File: src/rtl/osd_hs_pkg.sv
package osd_hs_pkg;

    typedef enum logic {
        EDGE_FALL = 1'b0,
        EDGE_RISE = 1'b1
    } hs_edge_e;

    // Pre-divide code to effective ratio: code 0 behaves as ratio 1.
    function automatic int unsigned eff_div(input int unsigned code);
        return (code == 0) ? 1 : code;
    endfunction

endpackage

File: src/rtl/osd_hs_edge.sv
module osd_hs_edge
    import osd_hs_pkg::*;
(
    input  logic clk,
    input  logic rst_n,
    input  logic hsync_async,
    input  logic pol_rise,
    output logic line_edge
);

    typedef struct packed {
        logic s1;
        logic s2;
        logic s3;
    } sync_t;

    sync_t    sync_d, sync_q;
    hs_edge_e sel;

    always_comb begin
        sel       = hs_edge_e'(pol_rise);
        sync_d.s1 = hsync_async;
        sync_d.s2 = sync_q.s1;
        sync_d.s3 = sync_q.s2;
    end

    always_comb begin
        if (sel == EDGE_RISE) line_edge = sync_q.s2 & ~sync_q.s3;
        else                  line_edge = ~sync_q.s2 & sync_q.s3;
    end

    always_ff @(posedge clk) begin
        if (!rst_n) sync_q <= '0;
        else        sync_q <= sync_d;
    end

endmodule

File: src/rtl/osd_hs_posreg.sv
module osd_hs_posreg #(
    parameter int POS_W = 7,
    localparam int REG_W = POS_W + 1
) (
    input  logic             clk,
    input  logic             rst_n,
    input  logic             wr_en,
    input  logic [POS_W-1:0] wr_pos,
    input  logic             vsync,
    output logic [REG_W-1:0] rdata,
    output logic [POS_W-1:0] act_pos
);

    typedef struct packed {
        logic [POS_W-1:0] pend;
        logic [POS_W-1:0] act;
    } preg_t;

    preg_t r_d, r_q;

    always_comb begin
        r_d = r_q;
        if (vsync) r_d.act  = r_q.pend;
        if (wr_en) r_d.pend = wr_pos;
    end

    always_ff @(posedge clk) begin
        if (!rst_n) r_q <= '0;
        else        r_q <= r_d;
    end

    assign rdata   = {{(REG_W-POS_W){1'b0}}, r_q.pend};
    assign act_pos = r_q.act;

    // active value copies the pending value on a vsync strobe
    a_r6_vsync_apply: assert property (@(posedge clk) disable iff (!rst_n)
        vsync |=> act_pos == $past(r_q.pend));

    // without a vsync strobe the active value holds
    a_r6_hold_active: assert property (@(posedge clk) disable iff (!rst_n)
        !vsync |=> $stable(act_pos));

    // read-back follows a write with bit 7 cleared
    a_r7_readback: assert property (@(posedge clk) disable iff (!rst_n)
        wr_en |=> rdata == {1'b0, $past(wr_pos)});

endmodule

File: src/rtl/osd_hs_delay.sv
module osd_hs_delay
    import osd_hs_pkg::*;
#(
    parameter int NUM_BLK  = 4,
    parameter int POS_W    = 7,
    parameter int DIV_W    = 2,
    parameter int STEP_CYC = 4,
    parameter int BASE_OFS = 62,
    parameter int LOAD_CNT = 3
) (
    input  logic                     clk,
    input  logic                     rst_n,
    input  logic                     line_edge,
    input  logic [POS_W-1:0]         act_pos,
    input  logic [NUM_BLK*DIV_W-1:0] blk_div,
    output logic [NUM_BLK-1:0]       blk_start
);

    localparam int MAX_DIV = (1 << DIV_W) - 1;
    localparam int MAX_T   = BASE_OFS + STEP_CYC * ((1 << POS_W) - 1) + MAX_DIV;
    localparam int CNT_W   = $clog2(MAX_T + 1);

    typedef struct packed {
        logic               busy;
        logic [CNT_W-1:0]   elapsed;
        logic [POS_W-1:0]   pos;
        logic [NUM_BLK-1:0] pulse;
    } dly_t;

    dly_t             st_d, st_q;
    logic [CNT_W-1:0] base_t;
    logic [CNT_W-1:0] last_t;
    logic [CNT_W-1:0] tgt [NUM_BLK];

    always_comb begin
        base_t = CNT_W'(BASE_OFS) + CNT_W'(STEP_CYC * int'(st_q.pos));
        last_t = base_t + CNT_W'(MAX_DIV);
    end

    for (genvar b = 0; b < NUM_BLK; b++) begin : g_tgt
        assign tgt[b] = base_t + CNT_W'(eff_div(int'(blk_div[b*DIV_W +: DIV_W])));
    end

    always_comb begin
        st_d       = st_q;
        st_d.pulse = '0;
        if (line_edge) begin
            st_d.busy    = 1'b1;
            st_d.elapsed = CNT_W'(LOAD_CNT);
            st_d.pos     = act_pos;
        end else if (st_q.busy) begin
            st_d.elapsed = st_q.elapsed + 1'b1;
            for (int i = 0; i < NUM_BLK; i++) begin
                if (st_d.elapsed == tgt[i]) st_d.pulse[i] = 1'b1;
            end
            if (st_d.elapsed == last_t) st_d.busy = 1'b0;
        end
    end

    always_ff @(posedge clk) begin
        if (!rst_n) st_q <= '0;
        else        st_q <= st_d;
    end

    assign blk_start = st_q.pulse;

    for (genvar b = 0; b < NUM_BLK; b++) begin : g_chk
        // a strobe never lasts two cycles
        a_r5_single_strobe: assert property (@(posedge clk) disable iff (!rst_n)
            blk_start[b] |=> !blk_start[b]);
    end

    // strobes only come out of an armed count
    a_r2_strobe_in_line: assert property (@(posedge clk) disable iff (!rst_n)
        (|blk_start) |-> $past(st_q.busy));

    // an active edge restarts the count from the load value
    a_r8_restart_load: assert property (@(posedge clk) disable iff (!rst_n)
        line_edge |=> (st_q.busy && st_q.elapsed == CNT_W'(LOAD_CNT)));

    // the captured position stays fixed for the line
    a_r9_pos_held: assert property (@(posedge clk) disable iff (!rst_n)
        (st_q.busy && !line_edge) |=> $stable(st_q.pos));

endmodule

File: src/rtl/osd_hstart_timer.sv
module osd_hstart_timer #(
    parameter int NUM_BLK  = 4,
    parameter int POS_W    = 7,
    parameter int DIV_W    = 2,
    parameter int STEP_CYC = 4,
    parameter int BASE_OFS = 62,
    localparam int REG_W   = POS_W + 1
) (
    input  logic                     clk,
    input  logic                     rst_n,
    input  logic                     hsync_in,
    input  logic                     hsync_pol_rise,
    input  logic                     vsync_strobe,
    input  logic                     reg_wr,
    input  logic [REG_W-1:0]         reg_wdata,
    output logic [REG_W-1:0]         reg_rdata,
    input  logic [NUM_BLK*DIV_W-1:0] blk_div,
    output logic [NUM_BLK-1:0]       blk_start
);

    // Edges consumed by the synchronizer before the count is armed.
    localparam int LOAD_CNT = 3;

    logic             line_edge;
    logic [POS_W-1:0] act_pos;
    logic             wr_msb_unused;

    assign wr_msb_unused = reg_wdata[REG_W-1];

    osd_hs_edge u_edge (
        .clk         (clk),
        .rst_n       (rst_n),
        .hsync_async (hsync_in),
        .pol_rise    (hsync_pol_rise),
        .line_edge   (line_edge)
    );

    osd_hs_posreg #(.POS_W(POS_W)) u_posreg (
        .clk     (clk),
        .rst_n   (rst_n),
        .wr_en   (reg_wr),
        .wr_pos  (reg_wdata[POS_W-1:0]),
        .vsync   (vsync_strobe),
        .rdata   (reg_rdata),
        .act_pos (act_pos)
    );

    osd_hs_delay #(
        .NUM_BLK  (NUM_BLK),
        .POS_W    (POS_W),
        .DIV_W    (DIV_W),
        .STEP_CYC (STEP_CYC),
        .BASE_OFS (BASE_OFS),
        .LOAD_CNT (LOAD_CNT)
    ) u_delay (
        .clk       (clk),
        .rst_n     (rst_n),
        .line_edge (line_edge),
        .act_pos   (act_pos),
        .blk_div   (blk_div),
        .blk_start (blk_start)
    );

endmodule

File: config.mk
export PLATFORM = sky130hd
export DESIGN_NAME = osd_hstart_timer
export DESIGN_NICKNAME = d
export VERILOG_FILES = /design/src/rtl/osd_hs_pkg.sv /design/src/rtl/osd_hs_edge.sv /design/src/rtl/osd_hs_posreg.sv /design/src/rtl/osd_hs_delay.sv /design/src/rtl/osd_hstart_timer.sv
export SDC_FILE = /design/constraint.sdc
export NUM_CORES = 1
export LEC_CHECK = 0
export ABC_AREA = 1
export BUFFER_PORTS_ARGS = -buffer_cell sky130_fd_sc_hd__clkbuf_2
export CAP_MARGIN = 20
export CORE_AREA = 4 4 88 131
export CTS_CLUSTER_DIAMETER = 100
export DETAILED_ROUTE_END_ITERATION = 7
export DIE_AREA = 0 0 92 135
export REMOVE_ABC_BUFFERS = 1
export SYNTH_ARGS = -nofsm -noshare
export SYNTH_HDL_FRONTEND = slang
export SYNTH_SLANG_ARGS = --single-unit
File: constraint.sdc
create_clock -name clk -period 2 [get_ports clk]
set_input_delay 0.4 -clock clk [delete_from_list [all_inputs] [get_ports clk]]
set_output_delay 0.4 -clock clk [all_outputs]
set_load 0.01 [all_outputs]
# Word level (Yosys, flattened, before mapping)
# Cells that the tools add are included.
[word_totals]
regBits = 39
input_bits = 22
wordCells = 47
[classes]
add_sub_neg = 7
eq_ne = 5
mux = 12
bitwise = 6
reduce_logical = 7
[ops]
columns = ["operator", "n"]
rows = [
  ["$eq A10 B10 Y1", 5],
  ["$add A10 B10 Y10", 4],
  ["$mux W11", 2],
  ["$add A10 B1 Y10 const B", 1],
  ["$add A10 B2 Y10 const B", 1],
  ["$add A6 B9 Y10 const A", 1],
  ["$logic_not A2 Y1", 4],
  ["$mux W2", 4],
  ["$mux W1", 6],
  ["$not A1 Y1", 4],
  ["$reduce_or A3 Y1", 1],
  ["$and A1 B1 Y1", 2],
  ["$reduce_bool A2 Y1", 1],
  ["$reduce_or A2 Y1", 1],
]

# Longest topological paths before layout
# Gate-level depths: netlist of run 1.
[logic_depth]
word_depth = 6
ltp_mapped = 15
ltp_nobuf = 15

# Cells and area by module
# From an unflattened synthesis of run 1, not the netlist that was laid out.
[hier_totals]
hier_cells = 556
hier_area_um2 = 3266.9
[modules_own_cells]
columns = ["mod", "instances", "cells_each", "area_per_inst_um2", "seq_area_each_um2"]
rows = [
  ["osd_hs_delay", 1, 452, 2563.7, 440.4],
  ["osd_hs_posreg", 1, 89, 590.6, 280.3],
  ["osd_hs_edge", 1, 15, 112.6, 60.1],
]

# Worst setup path before layout of run 1
# No wires, ideal clock.
[synth_path]
path_kind = "register to register"
startpoint = "register u_delay.st_q[11] (netlist bit)"
endpoint = "register u_delay.st_q, in the netlist u_delay.blk_start[0]"
arrival_time_ps = 1802
required_ps = 1936
slack_ps = 134
stages_incl_launch_ff = 15
path_buffers = 2
cell_sequence = "dfxtp_1 > buf_2 > inv_1 > ha_1 > clkbuf_1 > xnor2_1 > nor2_1 > nand2_1 > nor2_1 > o21ai_0 > nor2_1 > nand2_1 > nor2_1 > nand3_1 > nor2_1"
[synth_between]
elab_chain_cells = 3
[synth_lines]
columns = ["item", "line_no", "source"]
rows = [
  ["start: declaration", "osd_hs_delay.sv:30", "dly_t st_d, st_q;"],
  ["start signal: assignment", "osd_hs_delay.sv:62", "else st_q <= st_d;"],
  ["$add A10 B1 Y10", "osd_hs_delay.sv:52", "st_d.elapsed = st_q.elapsed + 1'b1;"],
  ["$eq A10 B10 Y1", "osd_hs_delay.sv:54", "if (st_d.elapsed == tgt[i]) st_d.pulse[i] = 1'b1;"],
  ["$mux W1", "osd_hs_delay.sv:54", ""],
]
# Every way passes these cells.
# A chain may end at the register's enable or synchronous reset.

# Worst setup path in the final report of run 1
[layout_path]
startpoint = "register u_delay.st_q[4] (netlist bit)"
endpoint = "register u_delay.st_q[21] (netlist bit)"
[layout_between]
elab_chain_cells = 6
[layout_lines]
columns = ["item", "line_no", "source"]
rows = [
  ["$add A6 B9 Y10", "osd_hs_delay.sv:36", "base_t = CNT_W'(BASE_OFS) + CNT_W'(STEP_CYC * int'(st_q.pos));"],
  ["$add A10 B2 Y10", "osd_hs_delay.sv:37", "last_t = base_t + CNT_W'(MAX_DIV);"],
  ["$eq A10 B10 Y1", "osd_hs_delay.sv:56", "if (st_d.elapsed == last_t) st_d.busy = 1'b0;"],
  ["$mux W1", "osd_hs_delay.sv:56", ""],
  ["$mux W11", "osd_hs_delay.sv:51", "end else if (st_q.busy) begin"],
  ["$mux W11", "osd_hs_delay.sv:47", "if (line_edge) begin"],
]
# Every way passes these cells. The select of a mux whose other input is x is not followed.

==> impl_metrics.csv, run 1 <==
group,metric,value,unit
status,status,"finished, final reports clean",
sta,final-hold-violation-count,0,
sta,final_max_slew_viol_count,0,
hold_path,worstHoldPathType,"in2reg",
route,vias,3260,
floorplan,rows,46,
clocking,clk_path_buf_depth,2,
clocking,cts_inserted_buffers,5,
global_route,grt_pass1_vias,3189,
setup_path,critPathLaunch,"u_delay.st_q[4]",
route,final_antenna_net_count,0,
global_route,grt_overflow,0,
sta,fin_crit,1.88,ns
setup_path,required,2.18,ns
setup_path,path_cells,"inv_2 > ha_4 > inv_2 > nand2_4 > nand2_4 > nor2_4 > nand2_2 > xor2_2 > xor2_1 > nand2_1 > nor2_2 > nor2_1",
cells_and_area,final_layout_size_suffix_gt1_frac,0.231,
cells_and_area,n_antenna_cell,0,
place,port_buffers,31,
global_route,grt_start_max_net_pins,29,
floorplan,fp.dieW,92,um
cells_and_area,nets,596,
clocking,cts_hold_buffers,0,
setup_path,r2r-end,"u_delay.st_q[21]",
setup_path,reg2reg_setup_slack,0.12,ns
setup_path,worst-path-stages,12,
route,viasPerCell,4.59,
hold_path,whs_path_depth,3,
sta,fin_skew,0.00380,ns
setup_path,r2r_start,"u_delay.st_q[4]",
route,wl_met3,248,um
clocking,clk_pin_slew,0.06,ns
setup_path,setup.worst_path.start_class,"flip-flop",
clocking,htreeDepth,2,
power_and_ir_drop,p_leak,1.97,nW
job,max_cap_viol_count,0,
setup_path,crit_type,"reg2reg",
synth,yosys_register_bits,39,
power_and_ir_drop,ir_drop,429,uV
place,postPlaceCellArea,3580,um2
cells_and_area,layout_common_cells,"133 x nand2_1, 64 x nor2_1, 48 x inv_1, 44 x nand3_1, 42 x buf_4",
global_route,antenna_found_initial,0,
clocking,cts_tree,"done",
synth,ys_seq_area_frac,0.255,
sta,timing.setup.tns,0,ns
cells_and_area,layout_commonest_cell,"nand2_1",
floorplan,dieHeight,135,um
sta,clock.fmax,532,MHz
synth,synth_warnings,0,
route,dr.max_layer_used,"met4",
global_route,grt_pass1_wl,14200,um
synth,synth_cell_types,30,
route,wl_per_cell,11.9,um
sta,period_share,0.940,
setup_path,worstRegToRegCells,12,
route,routed-wl-met2,4540,um
clocking,clk_latency,0.28,ns
floorplan,start_util,0.293,
setup_path,critical_path.max_stage_delay,0.32,ns
floorplan,core_region_area,10500,um2
setup_path,worst_ep_arrival_time,2.06,ns
power_and_ir_drop,p_per_area,700,nW/um2
route,drc,0,
setup_path,slowest_stage,"dfxtp_2",
clocking,cts_sinks,39,
synth,avgSynthCellArea,6.08,um2
route,drt_wl_total,8460,um
synth,netlist_instances,504,
setup_path,cp-end-kind,"flip-flop",
setup_path,path_buf_inv,2,
floorplan,ioPinCount,34,
place,hpwl,6790,um
cells_and_area,syn2layout_area_growth,27.6,%
synth,syn-cell-area,3060,um2
route,met1Wirelength,3200,um
setup_path,critPathMaxFanout,8,
floorplan,die_area,12400,um2
sta,grt_setup_unrepaired,"yes",
sta,worst_hold_slack,0.296,ns
global_route,grt_usage,0.139,
setup_path,endpoint,"u_delay.st_q[21]",
route,drtIter0Drc,171,
place,gp_congestion,0.889,
clocking,cts.root.buffer_cell,"clkbuf_16",
setup_path,cp_top_family,"simple AND/OR/NAND/NOR gates",
cells_and_area,final_cell_area,3910,um2
sta,setup_viol,0,
route,firstDrtPassIters,4,
## cells by family after synthesis
logic type | share of synthesized area
fa+ha+maj | 0.0327
other cells | 0.00122
flops | 0.255
compound gates | 0.105
buf+inv | 0.105
xor+xnor | 0.0943
simple gates | 0.408
## worst min-delay path by stage
stage                                start  slack, ns                to
final                             hsync_in       0.30  u_edge.sync_d[1]
after global routing              hsync_in       0.32  u_edge.sync_d[1]
after CTS                         hsync_in       0.30  u_edge.sync_d[1]
after detailed placement  u_edge.sync_d[1]       0.40  u_edge.sync_d[0]
after global placement    u_edge.sync_d[1]       0.39  u_edge.sync_d[0]
after floorplan           u_edge.sync_d[1]       0.39  u_edge.sync_d[0]
## where the power goes
group / total, W / internal [W] / switching (W)
Clock: 0.000972 / 0.000628 / 0.000344
Combinational: 0.000910 / 0.000368 / 0.000542
Sequential: 0.000854 / 0.000820 / 0.0000341
Total: 0.00274 / 0.00182 / 0.000920
## metrics by stage
| stage | total power (W) | std cells | util | setup slack, ns |
|---|---|---|---|---|
| after global placement | 0.00168 | 698 | 0.342 | -0.0314 |
| final | 0.00274 | 711 | 0.373 | 0.119 |
| after floorplan | 0.00143 | 485 | - | 0.134 |
| after CTS | 0.00268 | 706 | 0.360 | 0.00422 |
| after global routing | 0.00290 | 711 | 0.373 | -0.0179 |
| after detailed placement | 0.00170 | 698 | 0.342 | -0.0375 |
## area by class of cell
cell class | instances | area [um2]
Inverter | 57 | 216
Multi-Input combinational cell | 389 | 2060
Clock buffer | 6 | 139
Clock inverter | 2 | 38.8
Timing Repair Buffer | 74 | 485
Sequential cell | 39 | 786
Fill cell | 1192 | 6570
Tap cell | 144 | 180
## Yosys cell counts
master	number	area share
buf_2	2	0.0033
nand4_1	9	0.018
inv_1	52	0.064
nor2_4	4	0.015
conb_1	1	0.0012
o21ai_1	5	0.0082
clkinv_1	1	0.0012
nand2_4	3	0.011
o21a_1	1	0.0025
ha_1	8	0.033
buf_6	1	0.0037
nand3b_1	2	0.0049
buf_4	6	0.015
nand2_1	138	0.17
a21o_1	1	0.0025
nor2_1	69	0.085
nand3_2	2	0.0065
inv_4	1	0.0020
clkbuf_1	10	0.012
nand3_1	45	0.074
inv_2	3	0.0037
o21ai_0	39	0.064
xor2_1	22	0.063
xnor2_1	11	0.031
dfxtp_1	39	0.25
nor2_2	2	0.0041
nand2_2	8	0.016
o21bai_1	2	0.0049
a21oi_1	14	0.023
nor3_1	3	0.0049
## flip-flops by register name (all words and copies together) (netlist names)
register	flops
u_posreg.act_pos	7
u_delay.st_q	18
u_delay.blk_start	4
u_edge.sync_q	1
u_posreg.rdata	7
u_edge.sync_d	2
## metal layers
metal,up-vias,global-route usage
met3,23,0.0156
li1,1707,-
met2,66,0.270
met4,0,0.0744
met5,-,0
met1,1464,0.144
## worst min-delay path, stage by stage
cell and delay (ns):
clkbuf_2 0.07, nand2_1 0.04, inv_1 0.04
## timing repair
action                     in CTS  in global routing
setup endpoints to repair       1                  5
pin swaps                       0                 12
cloned                          0                  0
resized for setup               4                 33
buffers inserted                0                  5
No activity file was read; power rests on OpenSTA's default activity.
==> run 2, diff against run 1 <==
==> constraint.sdc (replaced) <==
create_clock -name clk -period 1.95 [get_ports clk]
set_input_delay 0.39 -clock clk [delete_from_list [all_inputs] [get_ports clk]]
set_output_delay 0.39 -clock clk [all_outputs]
set_load 0.01 [all_outputs]
==> run 2 against run 1 <==
Net effect:
- via count increased by 1.2%
- sequential share of layout area is 0.59 points lower
- worst setup slack worse by 0.027 ns
- utilization rose by 1.3 points
- maximum frequency rose by 1.3%
- die area stayed put
- largest cell class unchanged
==> impl_metrics.csv, run 2 (synthesis gave the netlist of run 1 again) <==
group,metric,value,unit
job,max_cap_viol_count,0,
clocking,cts_inserted_buffers,5,
place,place_inst,707,
floorplan,start_util,0.293,
setup_path,setup.worst_path.start_class,"flip-flop",
route,wl_per_cell,11.8,um
cells_and_area,largest_register_ffs,18,
route,drc,0,
power_and_ir_drop,p_per_area,690,nW/um2
cells_and_area,n_antenna_cell,0,
setup_path,critPathMaxFanout,5,
setup_path,path_cells,"inv_2 > ha_4 > nand2_4 > buf_6 > nand4_1 > buf_4 > o21ai_1 > nand2_1 > xor2_1 > nor2_1 > nand3_1 > nor2_1",
cells_and_area,syn2layout_area_growth,32.1,%
clocking,cts_hold_buffers,0,
sta,finalWorstSetupSlack,0.0926,ns
floorplan,dieHeight,135,um
sta,clock.fmax,538,MHz
cells_and_area,layout_commonest_cell,"nand2_1",
sta,grt_setup_unrepaired,"yes",
floorplan,rows,46,
cells_and_area,fin_util,0.386,
global_route,grt_pass1_wl,13900,um
place,place_ws,-0.0786,ns
clocking,cts_tree,"done",
global_route,antenna_found_initial,0,
cells_and_area,layout_common_cells,"131 x nand2_1, 61 x nor2_1, 50 x buf_4, 48 x inv_1, 43 x nand3_1",
setup_path,critical_path.max_stage_delay,0.33,ns
clocking,cts.root.buffer_cell,"clkbuf_16",
setup_path,crit_type,"reg2reg",
floorplan,die_area,12400,um2
setup_path,worst_ep_arrival_time,2.09,ns
sta,final_max_slew_viol_count,0,
global_route,grt_overflow,0,
sta,fin_skew,0.00775,ns
clocking,clk_pin_slew,0.06,ns
route,drtIter0Drc,160,
floorplan,core_region_area,10500,um2
setup_path,slowest_stage,"dfxtp_2",
cells_and_area,final_layout_size_suffix_gt1_frac,0.255,
setup_path,path_buf_inv,3,
route,firstDrtPassIters,4,
route,final_antenna_net_count,0,
cells_and_area,regMostFlops,"u_delay.st_q",
setup_path,reg2reg_setup_slack,0.09,ns
clocking,clk_path_buf_depth,2,
sta,fin_crit,1.86,ns
global_route,grt_usage,0.137,
global_route,grt_pass1_vias,3120,
cells_and_area,nets,606,
place,port_buffers,31,
setup_path,required,2.18,ns
setup_path,crit_top_cell,"nor2_1",
cells_and_area,stdcell_count,720,
setup_path,cp_top_family,"simple AND/OR/NAND/NOR gates",
power_and_ir_drop,p_leak,2.02,nW
floorplan,ioPinCount,34,
clocking,clk_latency,0.29,ns
power_and_ir_drop,ir_drop,397,uV
hold_path,worstHoldPathType,"in2reg",
route,drt_wl_total,8490,um
floorplan,fp.dieW,92,um
sta,final-hold-violation-count,0,
place,hpwl,6810,um
clocking,htreeDepth,2,
sta,timing.setup.tns,0,ns
global_route,grt_start_max_net_pins,29,
status,status,"finished, final reports clean",
clocking,cts_sinks,39,
place,gp_congestion,0.849,
sta,period_share,0.953,
route,viasPerCell,4.58,
route,vias,3299,
cells_and_area,fillCellCount,1136,
sta,setup_viol,0,
setup_path,cp-end-kind,"flip-flop",
-- run 2: worst paths after layout --
kind,cells past startpoint,to,start
max reg2reg,12,u_delay.blk_start[0],u_delay.st_q[5]
min reg2reg,2,u_edge.sync_d[0],u_edge.sync_d[1]
min,3,u_edge.sync_d[1],hsync_in
max,12,u_delay.blk_start[0],u_delay.st_q[5]
-- run 2: final cells by class --
cell class / count / area (um2) / area share
multi-input cells: 389 / 2130 / 0.527
flip-flops and latches: 39 / 790 / 0.195
repair buffers: 84 / 564 / 0.139
clock inverters: 2 / 37.5 / 0.00928
clock buffers: 5 / 125 / 0.0309
well taps: 144 / 180 / 0.0445
inverters: 57 / 216 / 0.0535
-- run 2: timing repair --
item / 4_1_cts / 5_1_grt
endpoints found under the hold margin: 0 / 0
pin swaps: 0 / 17
setup endpoints to repair: 4 / 5
gates resized for setup: 4 / 48
setup buffers: 0 / 6
-- run 2: per-stage QoR --
step                cell area (um2)  hold slack [ns]  total power [W]
floorplan                      2960            0.390          0.00146
global placement               3650            0.396          0.00175
detailed placement             3650            0.405          0.00176
CTS                            3820            0.293          0.00270
global route                   4050            0.311          0.00295
finish                         4050            0.285          0.00279
-- run 2: tightest hold or removal path: stages --
cell      delay [ns]
clkbuf_2        0.08
nand2_1         0.04
inv_1           0.04
-- run 2: per-layer routing --
metal	vias to the layer above	GRT usage	wire length [um]	share of wire
met1	1461	0.143	3210	0.38
li1	1734	-	-	-
met5	-	0	0	0
met2	79	0.267	4640	0.55
met4	0	0.0628	308	0.036
met3	25	0.0184	328	0.039
-- run 2: where the power goes --
part | switching, W | leakage [nW] | internal, W
Clock | 0.000338 | 0.0759 | 0.000596
Combinational | 0.000567 | 1.62 | 0.000409
Sequential | 0.0000400 | 0.322 | 0.000841
==> run 3, diff against run 2 <==
--- a/config.mk
+++ b/config.mk
@@ -6,12 +6,13 @@
 export NUM_CORES = 1
 export LEC_CHECK = 0
 export ABC_AREA = 1
-export BUFFER_PORTS_ARGS = -buffer_cell sky130_fd_sc_hd__clkbuf_2
 export CAP_MARGIN = 20
-export CORE_AREA = 4 4 88 131
+export CORE_AREA = 4 4 68 102
 export CTS_CLUSTER_DIAMETER = 100
 export DETAILED_ROUTE_END_ITERATION = 7
-export DIE_AREA = 0 0 92 135
+export DIE_AREA = 0 0 72 106
+export DONT_BUFFER_PORTS = 1
+export PLACE_DENSITY = 0.65
 export REMOVE_ABC_BUFFERS = 1
 export SYNTH_ARGS = -nofsm -noshare
 export SYNTH_HDL_FRONTEND = slang
==> run 3 against run 2 <==
Net effect:
- worst hold slack got worse by 0.081 ns
- count of clock-buffer cells in the layout is the same
- first-iteration DRC count down 17%
- worst setup slack got worse by 0.011 ns
- register-to-register slack barely moved
- power decreased by 13%
- critical path type unchanged
==> impl_metrics.csv, run 3 (synthesis gave the netlist of run 1 again) <==
group,metric,value,unit
place,port_buffers,0,
sta,fin_crit,1.87,ns
place,postPlaceCellArea,3300,um2
cells_and_area,final_layout_size_suffix_gt1_frac,0.192,
setup_path,setup.worst_path.start_class,"flip-flop",
global_route,grt_pass1_vias,2866,
place,place_ws,-0.0641,ns
route,wl_per_cell,12.9,um
sta,setup_viol,0,
global_route,grt_overflow,0,
place,gp_congestion,0.847,
route,met1Wirelength,3010,um
clocking,cts_tree,"done",
sta,slew_headroom,0.667,
sta,final-hold-violation-count,0,
floorplan,die_area,7630,um2
cells_and_area,layout_common_cells,"133 x nand2_1, 60 x nor2_1, 48 x inv_1, 44 x nand3_1, 38 x buf_4",
sta,fin_skew,0.0134,ns
cells_and_area,syn2layout_area_growth,18.5,%
floorplan,start_util,0.507,
place,hpwl,6130,um
setup_path,required,2.14,ns
cells_and_area,regMostFlops,"u_delay.st_q",
setup_path,cp-end-kind,"flip-flop",
cells_and_area,nets,561,
floorplan,core_region_area,6040,um2
global_route,antenna_found_initial,0,
status,status,"finished, final reports clean",
setup_path,worst_ep_arrival_time,2.05,ns
setup_path,crit_type,"reg2reg",
sta,finalWorstSetupSlack,0.0819,ns
clocking,cts.root.buffer_cell,"clkbuf_8",
route,drtIter0Drc,133,
floorplan,rows,35,
sta,clock.fmax,535,MHz
power_and_ir_drop,ir_drop,624,uV
cells_and_area,layout_commonest_cell,"nand2_1",
clocking,cts_inserted_buffers,5,
floorplan,dieHeight,106,um
sta,final_max_slew_viol_count,0,
global_route,grt_pass1_wl,12600,um
power_and_ir_drop,p_leak,1.81,nW
clocking,clk_pin_slew,0.08,ns
sta,period_share,0.958,
route,final_antenna_net_count,0,
clocking,htreeDepth,2,
sta,worst_pin_slew,0.498,ns
cells_and_area,n_antenna_cell,0,
setup_path,critPathMaxFanout,8,
clocking,clk_path_buf_depth,2,
place,place_inst,592,
floorplan,ioPinCount,34,
floorplan,fp.dieW,72,um
power_and_ir_drop,total_power,0.00244,W
route,drc,0,
route,routed-wl-met2,4380,um
route,firstDrtPassIters,4,
cells_and_area,largest_register_ffs,18,
hold_path,worstHoldPathType,"in2reg",
route,wl_met3,295,um
job,max_cap_viol_count,0,
clocking,cts_sinks,39,
cells_and_area,final_cell_area,3630,um2
global_route,grt_start_max_net_pins,30,
power_and_ir_drop,p_per_area,672,nW/um2
clocking,clk_latency,0.30,ns
route,dr.max_layer_used,"met4",
route,drt_wl_total,7790,um
route,viasPerCell,5.12,
route,vias,3104,
sta,grt_setup_unrepaired,"yes",
cells_and_area,stdcell_count,606,
global_route,grt_usage,0.207,
==> run 3: cell count changes in the layout (fill, tap and decap cells not counted), moves of 2 or more <==
cell       delta
clkbuf_2     -31
o21ai_2       +2
buf_6         -2
nand2_2       -4
nor2_2        +3
clkbuf_8      +5
buf_4        -12
o21ai_0       -3
clkbuf_16     -5
nand2_1       +2
nor2_4        -2
nand2_4       +2
==> run 3: power breakdown <==
part	total, W	switching [W]	internal (W)
clock network	0.000674	0.000293	0.000381
registers	0.000887	0.0000468	0.000840
logic	0.000878	0.000517	0.000361
total	0.00244	0.000856	0.00158
==> run 3: through the flow <==
stage / hold slack [ns] / setup TNS, ns / utilization
final: 0.204 / 0 / 0.601
after global placement: 0.397 / -0.0519 / 0.546
after detailed placement: 0.406 / -0.200 / 0.546
after CTS: 0.193 / 0 / 0.567
after floorplan: 0.390 / 0 / -
after global routing: 0.194 / -0.0718 / 0.601
==> run 3: per-layer routing <==
layer  GRT usage  up-vias
met5           0        -
met1       0.209     1391
met4      0.0618        0
met3      0.0360        8
met2       0.412       67
li1            -     1638
==> run 3: final cells by class <==
type                    count  area [um2]
fillers                   598        2410
multi-input cells         389        2120
flip-flops and latches     39         788
repair buffers             39         297
inverters                  57         219
well taps                  74        92.6
clock buffers               5        68.8
clock inverters             3        43.8
==> run 3: timing repair <==
item                       4_1_cts  5_1_grt
gates resized for setup          6       46
setup endpoints to repair        5        5
buffers inserted                 0        6
cloned                           0        0
hold buffers                     0        0
pin swaps                        0       15
==> run 3: final timing paths <==
kind               startpoint          endpoint  slack [ns]  depth (start not counted)
max           u_delay.st_q[5]  u_delay.st_q[21]        0.08                         12
min                  hsync_in  u_edge.sync_d[1]        0.20                          2
max reg2reg   u_delay.st_q[5]  u_delay.st_q[21]        0.08                         12
min reg2reg  u_edge.sync_d[1]  u_edge.sync_d[0]        0.42                          2
==> run 3: critical path: stages, from the launching register on <==
cell and delay, ns:
dfxtp_2 0.33, inv_2 0.07, ha_4 0.18, inv_2 0.06
nand2_4 0.10, nand2_8 0.09, nor2_4 0.21, nand2_1 0.09
xor2_1 0.17, xor2_1 0.20, nand2_1 0.09, nor2_2 0.13
nor2_1 0.05
